$ cat config.mk
export PLATFORM = sky130hd
export DESIGN_NAME = mt_fork_join
export DESIGN_NICKNAME = d
export VERILOG_FILES = /design/src/rtl/mt_pkg.sv /design/src/rtl/mt_celem.sv /design/src/rtl/mt_fork_stage.sv /design/src/rtl/mt_join_stage.sv /design/src/rtl/mt_fork_join.sv
export SDC_FILE = /design/constraint.sdc
export NUM_CORES = 1
export LEC_CHECK = 0
export BUFFER_PORTS_ARGS = -buffer_cell sky130_fd_sc_hd__buf_2
export CAP_MARGIN = 20
export CORE_MARGIN = 2
export CORE_UTILIZATION = 49
export DETAILED_ROUTE_END_ITERATION = 8
export GPL_TIMING_DRIVEN = 0
export PLACE_DENSITY = 0.79
export SLEW_MARGIN = 20
export SYNTH_ARGS = -nofsm -noshare
export SYNTH_HDL_FRONTEND = slang
export SYNTH_SLANG_ARGS = --single-unit
export TNS_END_PERCENT = 20
$ cat constraint.sdc
create_clock -name clk -period 1.5 [get_ports clk]
set_input_delay 0.15 -clock clk [delete_from_list [all_inputs] [get_ports clk]]
set_output_delay 0.15 -clock clk [all_outputs]
set_load 0.02 [all_outputs]
$ cat src/rtl/mt_pkg.sv
// Shared helpers for the two-phase fork/join stages.
package mt_pkg;
    // A stage is full when its done phase differs from the downstream ack phase.
    function automatic logic stage_full(input logic done_ph, input logic ack_ph);
        return done_ph ^ ack_ph;
    endfunction
endpackage

$ cat src/rtl/mt_celem.sv
// Registered Muller C-element over N two-phase inputs.
// Assumes: inputs are two-phase wires that toggle at most once per item.
// The output copies the inputs when all agree, otherwise it keeps its value.
module mt_celem #(
    parameter int N = 2
) (
    input  logic         clk,
    input  logic         rst_n,
    input  logic [N-1:0] in_vec,
    output logic         out_bit
);
    logic all_hi, all_lo;
    assign all_hi = &in_vec;
    assign all_lo = ~|in_vec;

    // Follow the inputs on agreement, hold otherwise.
    always_ff @(posedge clk) begin
        if (!rst_n)      out_bit <= 1'b0;
        else if (all_hi) out_bit <= 1'b1;
        else if (all_lo) out_bit <= 1'b0;
    end


    celem_agree_chk: assert property (@(posedge clk) disable iff (!rst_n)
        (out_bit != $past(out_bit)) |-> ($past(in_vec) == {N{out_bit}}));
endmodule

$ cat src/rtl/mt_fork_stage.sv
// Fork stage: captures one word and offers it to two branches on one request.
// The two branch acks are merged by a C-element; the XNOR of that merged ack
// with done opens the stage. Assumes branches ack only after seeing a request.
module mt_fork_stage
    import mt_pkg::*;
#(
    parameter int W = 8
) (
    input  logic         clk,
    input  logic         rst_n,
    input  logic         up_req,
    input  logic [W-1:0] up_data,
    output logic         up_ack,
    output logic         dn_req,
    output logic [W-1:0] dn_data,
    input  logic         dn_ack_a,
    input  logic         dn_ack_b
);
    logic         ack_m;
    logic         done_q;
    logic [W-1:0] data_q;
    logic         open_en;

    mt_celem #(.N(2)) u_ack_c (
        .clk    (clk),
        .rst_n  (rst_n),
        .in_vec ({dn_ack_b, dn_ack_a}),
        .out_bit(ack_m)
    );

    assign open_en = ~stage_full(done_q, ack_m);

    // Capture a new item when open and the upstream phase differs.
    always_ff @(posedge clk) begin
        if (!rst_n) begin
            done_q <= 1'b0;
            data_q <= '0;
        end else if (open_en && (up_req != done_q)) begin
            done_q <= up_req;
            data_q <= up_data;
        end
    end

    assign up_ack  = done_q;
    assign dn_req  = done_q;
    assign dn_data = data_q;


    fork_both_ack_chk: assert property (@(posedge clk) disable iff (!rst_n)
        (done_q != $past(done_q)) |->
            ($past(dn_ack_a) == $past(done_q) && $past(dn_ack_b) == $past(done_q)));

    fork_hold_chk: assert property (@(posedge clk) disable iff (!rst_n)
        (dn_ack_a != done_q || dn_ack_b != done_q) |=> $stable(data_q));
endmodule

$ cat src/rtl/mt_join_stage.sv
// Join stage: merges two branch requests with a C-element and captures both
// branch words as one concatenated word {A, B}. Assumes each branch holds its
// data stable from its request toggle until the join ack toggles.
module mt_join_stage
    import mt_pkg::*;
#(
    parameter int W  = 8,
    localparam int OW = 2 * W
) (
    input  logic          clk,
    input  logic          rst_n,
    input  logic          up_req_a,
    input  logic [W-1:0]  up_data_a,
    input  logic          up_req_b,
    input  logic [W-1:0]  up_data_b,
    output logic          up_ack,
    output logic          dn_req,
    output logic [OW-1:0] dn_data,
    input  logic          dn_ack
);
    logic          req_m;
    logic          done_q;
    logic [OW-1:0] data_q;
    logic          open_en;

    mt_celem #(.N(2)) u_req_c (
        .clk    (clk),
        .rst_n  (rst_n),
        .in_vec ({up_req_b, up_req_a}),
        .out_bit(req_m)
    );

    assign open_en = ~stage_full(done_q, dn_ack);

    // Capture the pair when open and the merged request phase differs.
    always_ff @(posedge clk) begin
        if (!rst_n) begin
            done_q <= 1'b0;
            data_q <= '0;
        end else if (open_en && (req_m != done_q)) begin
            done_q <= req_m;
            data_q <= {up_data_a, up_data_b};
        end
    end

    assign up_ack  = done_q;
    assign dn_req  = done_q;
    assign dn_data = data_q;


    join_both_req_chk: assert property (@(posedge clk) disable iff (!rst_n)
        (done_q != $past(done_q)) |->
            ($past(up_req_a) == done_q && $past(up_req_b) == done_q));

    join_hold_chk: assert property (@(posedge clk) disable iff (!rst_n)
        (dn_ack != done_q) |=> ($stable(data_q) && $stable(done_q)));
endmodule

$ cat src/rtl/mt_fork_join.sv
// Top: one fork stage and one join stage of a two-phase latch pipeline.
// The two branch pipelines between them are outside this block.
module mt_fork_join #(
    parameter int W  = 8,
    localparam int OW = 2 * W
) (
    input  logic          clk,
    input  logic          rst_n,
    input  logic          in_req,
    input  logic [W-1:0]  in_data,
    output logic          in_ack,
    output logic          fork_req,
    output logic [W-1:0]  fork_data,
    input  logic          fork_ack_a,
    input  logic          fork_ack_b,
    input  logic          join_req_a,
    input  logic [W-1:0]  join_data_a,
    input  logic          join_req_b,
    input  logic [W-1:0]  join_data_b,
    output logic          join_ack,
    output logic          out_req,
    output logic [OW-1:0] out_data,
    input  logic          out_ack
);
    mt_fork_stage #(.W(W)) u_fork (
        .clk     (clk),
        .rst_n   (rst_n),
        .up_req  (in_req),
        .up_data (in_data),
        .up_ack  (in_ack),
        .dn_req  (fork_req),
        .dn_data (fork_data),
        .dn_ack_a(fork_ack_a),
        .dn_ack_b(fork_ack_b)
    );

    mt_join_stage #(.W(W)) u_join (
        .clk      (clk),
        .rst_n    (rst_n),
        .up_req_a (join_req_a),
        .up_data_a(join_data_a),
        .up_req_b (join_req_b),
        .up_data_b(join_data_b),
        .up_ack   (join_ack),
        .dn_req   (out_req),
        .dn_data  (out_data),
        .dn_ack   (out_ack)
    );


    rst_quiet_chk: assert property (@(posedge clk)
        !rst_n |=> (!in_ack && !fork_req && !join_ack && !out_req));
endmodule

* After elaboration in Yosys (flattened, before gate mapping)
Cells that the tools add are included.
Word-level totals: flip-flop bits (word level) 28, bits of input ports 32, output and inout port bits 28, word-level logic and storage cells 24
Operators by class: equality and inequality tests 4, muxes and demuxes 4, bitwise operators 4, reductions and logical operators 6
Operator list (number):
- $mux 1 | 4
- $ne 2x2->1 const B | 2
- $reduce_and 2->1 | 2
- $reduce_or 2->1 | 2
- $logic_and 1x1->1 | 2
- $ne 1x1->1 | 2
- $not 1->1 | 2
- $xor 1x1->1 | 2

* Longest topological paths before layout
Gate-level depths: netlist of run 1.
word-level depth 3, mapped depth 5

* Modules after synthesis
From an unflattened synthesis of run 1, not the netlist that was laid out.
Unflattened totals: cell total of the unflattened synthesis 239, area, all modules 2055.7 um^2
Modules (own cells, without submodules):
- mt_join_stage | times used 1, cells an instance 153, area an instance 1303.8 um^2
- mt_fork_stage | times used 1, cells an instance 78, area an instance 654.4 um^2
- mt_celem | times used 2, cells an instance 4, area an instance 48.8 um^2

* Worst setup path after synthesis of run 1
OpenSTA, ideal clock, no wires.
kind register -> register, start point register u_fork.done_q, in the netlist u_fork.dn_req, end point register u_fork.data_q[0], in the netlist u_fork.dn_data[0], data arrival time 1147 ps, required time 1367 ps, setup slack 221 ps, stages on the path, launching flop included 5, clock period less this slack 1279 ps, cell sequence dfxtp_1 > buf_2 > nand3b_1 > nand3_1 > a31oi_1
Between the ends: word-level cells in the longest chain between the ends 3
Ends and longest elaborated chain:
- start: declaration | RTL line mt_fork_stage.sv:20 | logic done_q;
- start signal: assignment | RTL line mt_fork_stage.sv:39 | done_q <= up_req;
- $xor 1x1->1 | RTL line mt_pkg.sv:5 | return done_ph ^ ack_ph;
- $not 1->1 | RTL line mt_fork_stage.sv:31 | assign open_en = ~stage_full(done_q, ack_m);
- $logic_and 1x1->1 (*) | RTL line mt_fork_stage.sv:38 | end else if (open_en && (up_req != done_q)) begin
- end signal: assignment | RTL line mt_fork_stage.sv:40 | data_q <= up_data;
- end: declaration | RTL line mt_fork_stage.sv:21 | logic [W-1:0] data_q;
Every way passes the cells marked *; elsewhere a longest branch is shown, timed or not. A chain may end at the register's enable or synchronous reset.

* Worst setup path after layout of run 1
start point register u_join.done_q, in the netlist u_join.dn_req, end point register u_join.data_q[14], in the netlist u_join.dn_data[14]
Between the ends: word-level cells in the longest chain between the ends 3
Ends and longest elaborated chain:
- start: declaration | RTL line mt_join_stage.sv:22 | logic done_q;
- start signal: assignment | RTL line mt_join_stage.sv:41 | done_q <= req_m;
- $xor 1x1->1 | RTL line mt_pkg.sv:5
- $not 1->1 | RTL line mt_join_stage.sv:33 | assign open_en = ~stage_full(done_q, dn_ack);
- $logic_and 1x1->1 (*) | RTL line mt_join_stage.sv:40 | end else if (open_en && (req_m != done_q)) begin
- end signal: assignment | RTL line mt_join_stage.sv:42 | data_q <= {up_data_a, up_data_b};
- end: declaration | RTL line mt_join_stage.sv:23 | logic [OW-1:0] data_q;
Marks and branches as above.

==> results.yml, run 1 <==
worst_setup_path:
  endpoint_kind: "flop"
  r2r_cells: 4
  crit_path_start: "u_join.dn_req"
  crit_path_cell_trace: "buf_6, clkbuf_1, nand3b_1, a31oi_1"
  cp_slowest_stage_delay_ns: 0.47
  required_ns: 1.71
  crit_fanout: 11
  crit_path_top_delay_cell: "dfxtp_2"
  critPathLaunchType: "flop"
  r2r-start: "u_join.dn_req"
  cp.arrival_ns: 1.58
  worstSetupPathType: "flop to flop"
global_routing:
  grt_overflow: 0
  grtUsageMet2_pct: 34.2
  met3_usage_pct: 4.32
  use_met1_pct: 29.7
  grt_pass1_wl_um: 6920
  grt-busiest-layer: "met2"
  grt_max_degree: 17
  track_usage_pct: 21.2
  antenna_found_initial: 0
  grt_pass1_vias: 1498
cts:
  cts_made_buffers: 3
  cts-resized-gates: 0
  clkTransAtPathRegs_ns: 0.16
  cts_setup_buffers: 0
  cts.sinks: 28
  cts_root_buffer: "clkbuf_4"
  clk_latency_ns: 0.34
  clockBufferDepth: 2
  h-tree-depth: 1
  cts_tree: "yes"
  cts_hold_buf: 0
logic_synthesis:
  synth_cell_type_count: 35
  synth-main-ff-cell: "dfxtp_1"
  ys_seq_area_share_pct: 33.0
  synth_edf_count: 0
  postSynthAreaPerCell_sq_um: 8.67
  syn-num-nets: 230
  synth_cells: 196
  netlist_area_sq_um: 1700
  synthArstFlopShare_pct: 0
  yosys_warnings: 0
  synth-seq-cells: 28
placement:
  place_congestion: 0.849
  detailed_place_hpwl_um: 2960
  portBuffers: 59
  placed_area_sq_um: 2050
cells_and_area:
  fin_util_pct: 63.1
  fin_area_sq_um: 2110
  area_growth_pct: 24.0
  final_common_cell: "buf_2"
  final_cell_mix: "buf_2 (65), dfxtp_1 (26), a31oi_1 (25)"
  antenna_cells: 0
  num-nets-final: 294
  layout-drive-gt1-share_pct: 34.4
die:
  rows: 21
  die_area_sq_um: 3950
  coreArea_sq_um: 3340
  die_w_um: 62.9
  num_io_pins: 60
  die_h_um: 62.9
  initial_utilization_pct: 50.9
detailed_routing:
  first_iter_violations: 78
  first_pass_iters: 4
  wl_um: 4190
  num_vias: 1711
  route.detailed.drc: 0
  wl_per_cell_um: 13.7
  vias_per_cell: 5.61
  ant_nets: 0
timing:
  max_slew_margin_pct: 68.8
  fin_setup_tns_ns: 0
  fin_crit_ns: 1.37
  setup_viol: 0
  worst_pin_slew_ns: 0.468
  grt_setup_unrepaired: "false"
  post-route-period-util_pct: 91.6
  clock_skew_ns: 0.0166
  hold_violations: 0
  drv_slew: 0
  max_freq_mhz: 728
power_and_ir_drop:
  total_power_w: 0.00164
  leakage_nw: 0.910
  p_per_area_nw_per_um2: 778
  vdd_drop_max_mv: 0.680
worst_hold_path:
  min-delay-start: "join_data_b[3]"
  whs_path_depth: 3
  hp-class: "input port to flop"
run_status:
  status: "complete, no violations"
run:
  cap_viol_max_count: 0
[report_power, final]
| group | switching [W] | total [W] | internal, W |
|---|---|---|---|
| Clock | 0.000231 | 0.000501 | 0.000270 |
| Sequential | 0.0000284 | 0.000808 | 0.000779 |
| Combinational | 0.000183 | 0.000331 | 0.000149 |
[metal layers]
layer  part of all wire (%)  routed length [um]
met4                   0.57                  24
met3                    6.1                 255
met2                     46                1910
met1                     48                1990
met5                      0                   0
[stage by stage]
step	hold WS [ns]	instances	worst slack [ns]
floorplan	0.298	196	0.221
global placement	0.417	301	0.0899
detailed placement	0.420	301	0.0747
CTS	0.0383	305	0.0346
global route	0.0454	305	0.0252
finish	0.0418	305	0.126
[final cells by class]
cell class                 instances  area (sq um)
timing repair buffer              59           295
multi-input combinational        147          1010
fill                             288          1230
clock buffer                       3          22.5
clock inverter                     1          30.0
sequential                        28           563
tap                               46          57.6
buffer                            19           120
inverter                           2          7.51
[kinds of logic after synthesis]
kind of cell             Yosys count  synth area share [%]
buffers and inverters             21                  7.51
adder cells (fa/ha/maj)            2                  1.47
AND/OR/NAND/NOR                   81                  35.7
flip-flops                        28                  33.0
multiplexers                       2                  1.18
AO/OA/AOI/OAI                     62                  21.1
[final timing paths]
| check | slack [ns] | end |
|---|---|---|
| min | 0.04 | u_join.dn_data[3] |
| max reg2reg | 0.13 | u_join.dn_data[14] |
| min reg2reg | 0.48 | u_join.dn_data[3] |
| max | 0.13 | u_join.dn_data[14] |
[cells in the mapped netlist, drive strengths merged, types with 6 or more instances]
library cell	number	area share [%]
and2	7	2.6
nor2b	7	2.6
a22oi	6	2.7
nor4bb	6	3.5
nand3	14	4.1
a21oi	10	2.9
a31oi	25	9.2
o21ai	20	5.9
buf	14	5.7
dfxtp	28	33
and3b	12	6.3
nand3b	18	8.0
[registers in the layout (all words and copies together), names as in the netlist]
register,cells
u_fork.dn_data,8
u_fork.dn_req,1
u_fork.u_ack_c.out_bit,1
u_join.dn_data,16
u_join.dn_req,1
u_join.u_req_c.out_bit,1
[critical path, delay by kind of cell (launching register included)]
family | cells | cell delay, ns
AOI/OAI and AO/OA | 1 | 0.08
buffers and inverters | 2 | 0.51
DFF | 1 | 0.47
and+or+nand+nor | 1 | 0.17
Note: power is estimated with default switching activity, not from simulation.
==> run 2, diff against run 1 <==
Settings changed: RECOVER_POWER set to 25.
==> run 2 against run 1 <==
  * Routed wire length up 0.29%
  * Worst hold slack about the same
  * Clock-buffer cell count unchanged
  * Power down 0.21%
  * Non-clock buffer count unchanged
  * Final cell count unchanged
  * Design area down 0.71%
  * Sequential power about the same
  * Sequential share of layout area up 0.19 points
==> results.yml, run 2 (synthesis gave the netlist of run 1 again) <==
detailed_routing:
  first_pass_iters: 4
  num_vias: 1707
  vias_per_cell: 5.60
  wl_per_cell_um: 13.8
  first_iter_violations: 75
  ant_nets: 0
  wl_um: 4200
  route.detailed.drc: 0
die:
  die_h_um: 62.9
  num_io_pins: 60
  coreArea_sq_um: 3340
  rows: 21
  die_area_sq_um: 3950
  die_w_um: 62.9
  initial_utilization_pct: 50.9
cts:
  clkTransAtPathRegs_ns: 0.16
  h-tree-depth: 1
  cts.sinks: 28
  clockBufferDepth: 2
  cts_made_buffers: 3
  cts_hold_buf: 0
  cts_root_buffer: "clkbuf_4"
  cts_tree: "yes"
  clk_latency_ns: 0.34
cells_and_area:
  largest_reg_flops: 16
  area_growth_pct: 23.1
  fin_area_sq_um: 2090
  num-nets-final: 294
  layout-drive-gt1-share_pct: 29.7
  final_cells: 305
  final_common_cell: "buf_2"
  final_cell_mix: "buf_2 (53), dfxtp_1 (26), a31oi_1 (25)"
  antenna_cells: 0
worst_setup_path:
  r2r-start: "u_join.dn_req"
  endpoint_kind: "flop"
  crit_path_start: "u_join.dn_req"
  critPathLaunchType: "flop"
  crit_fanout: 11
  cp.arrival_ns: 1.58
  worstSetupPathType: "flop to flop"
  required_ns: 1.71
timing:
  post-route-period-util_pct: 91.7
  max_freq_mhz: 727
  drv_slew: 0
  fin_crit_ns: 1.37
  setup_viol: 0
  max_slew_margin_pct: 68.0
  fin_setup_tns_ns: 0
  clock_skew_ns: 0.0163
  worst_pin_slew_ns: 0.480
  hold_violations: 0
  grt_setup_unrepaired: "false"
placement:
  placed_area_sq_um: 2050
  portBuffers: 59
  detailed_place_hpwl_um: 2960
  numPlacedInstances: 301
  place_congestion: 0.849
global_routing:
  grt_overflow: 0
  grt_pass1_vias: 1498
  grt_pass1_wl_um: 6920
  grt_max_degree: 17
  track_usage_pct: 21.2
  antenna_found_initial: 0
worst_hold_path:
  min-delay-start: "join_data_b[3]"
  hp-class: "input port to flop"
run:
  cap_viol_max_count: 0
power_and_ir_drop:
  p_per_area_nw_per_um2: 782
  vdd_drop_max_mv: 0.680
  leakage_nw: 0.860
run_status:
  status: "complete, no violations"
## run 2: power breakdown
part	switching (W)	internal (W)
logic	0.000183	0.000145
clock network	0.000230	0.000270
registers	0.0000289	0.000779
## run 2: layout make-up
class	instances	area [sq um]
well taps	46	57.6
fillers	299	1240
multi-input cells	147	1010
clock buffers	3	22.5
plain buffers	19	120
inverters	2	7.51
repair buffers	59	280
clock inverters	1	30.0
flip-flops and latches	28	563
## run 2: stage by stage
step                      power (W)  util [%]  setup WS, ns  hold slack, ns
after global placement      0.00115      61.5        0.0899           0.417
final                       0.00164      62.7         0.125          0.0420
after CTS                   0.00165      63.1        0.0346          0.0383
after global routing        0.00171      62.7        0.0252          0.0454
after detailed placement    0.00115      61.5        0.0747           0.420
after floorplan             0.00103         -         0.221           0.298
## run 2: worst max-delay path, cell delays in order (launching register included)
cell and delay (ns):
dfxtp_2 0.47, buf_6 0.16, clkbuf_1 0.35, nand3b_1 0.17
a31oi_1 0.09
## run 2: worst paths after layout
path	to	slack (ns)	depth (start not counted)
max	u_join.dn_data[14]	0.13	4
max reg2reg	u_join.dn_data[14]	0.13	4
min	u_join.dn_data[3]	0.04	3
min reg2reg	u_join.dn_data[3]	0.48	2
## run 2: timing repair
item                                    CTS  global route
setup buffers                             0             0
endpoints found under the setup margin    0            14
endpoints found under the hold margin     0             0
gates resized for setup                   0             2
## run 2: routing by layer
| layer | vias up | share of wire, % | global-route usage, % |
|---|---|---|---|
| li1 | 870 | - | - |
| met1 | 776 | 48 | 29.7 |
| met2 | 59 | 45 | 34.2 |
| met3 | 2 | 6.1 | 4.32 |
| met4 | 0 | 0.57 | 3.61 |
| met5 | - | 0 | 0 |
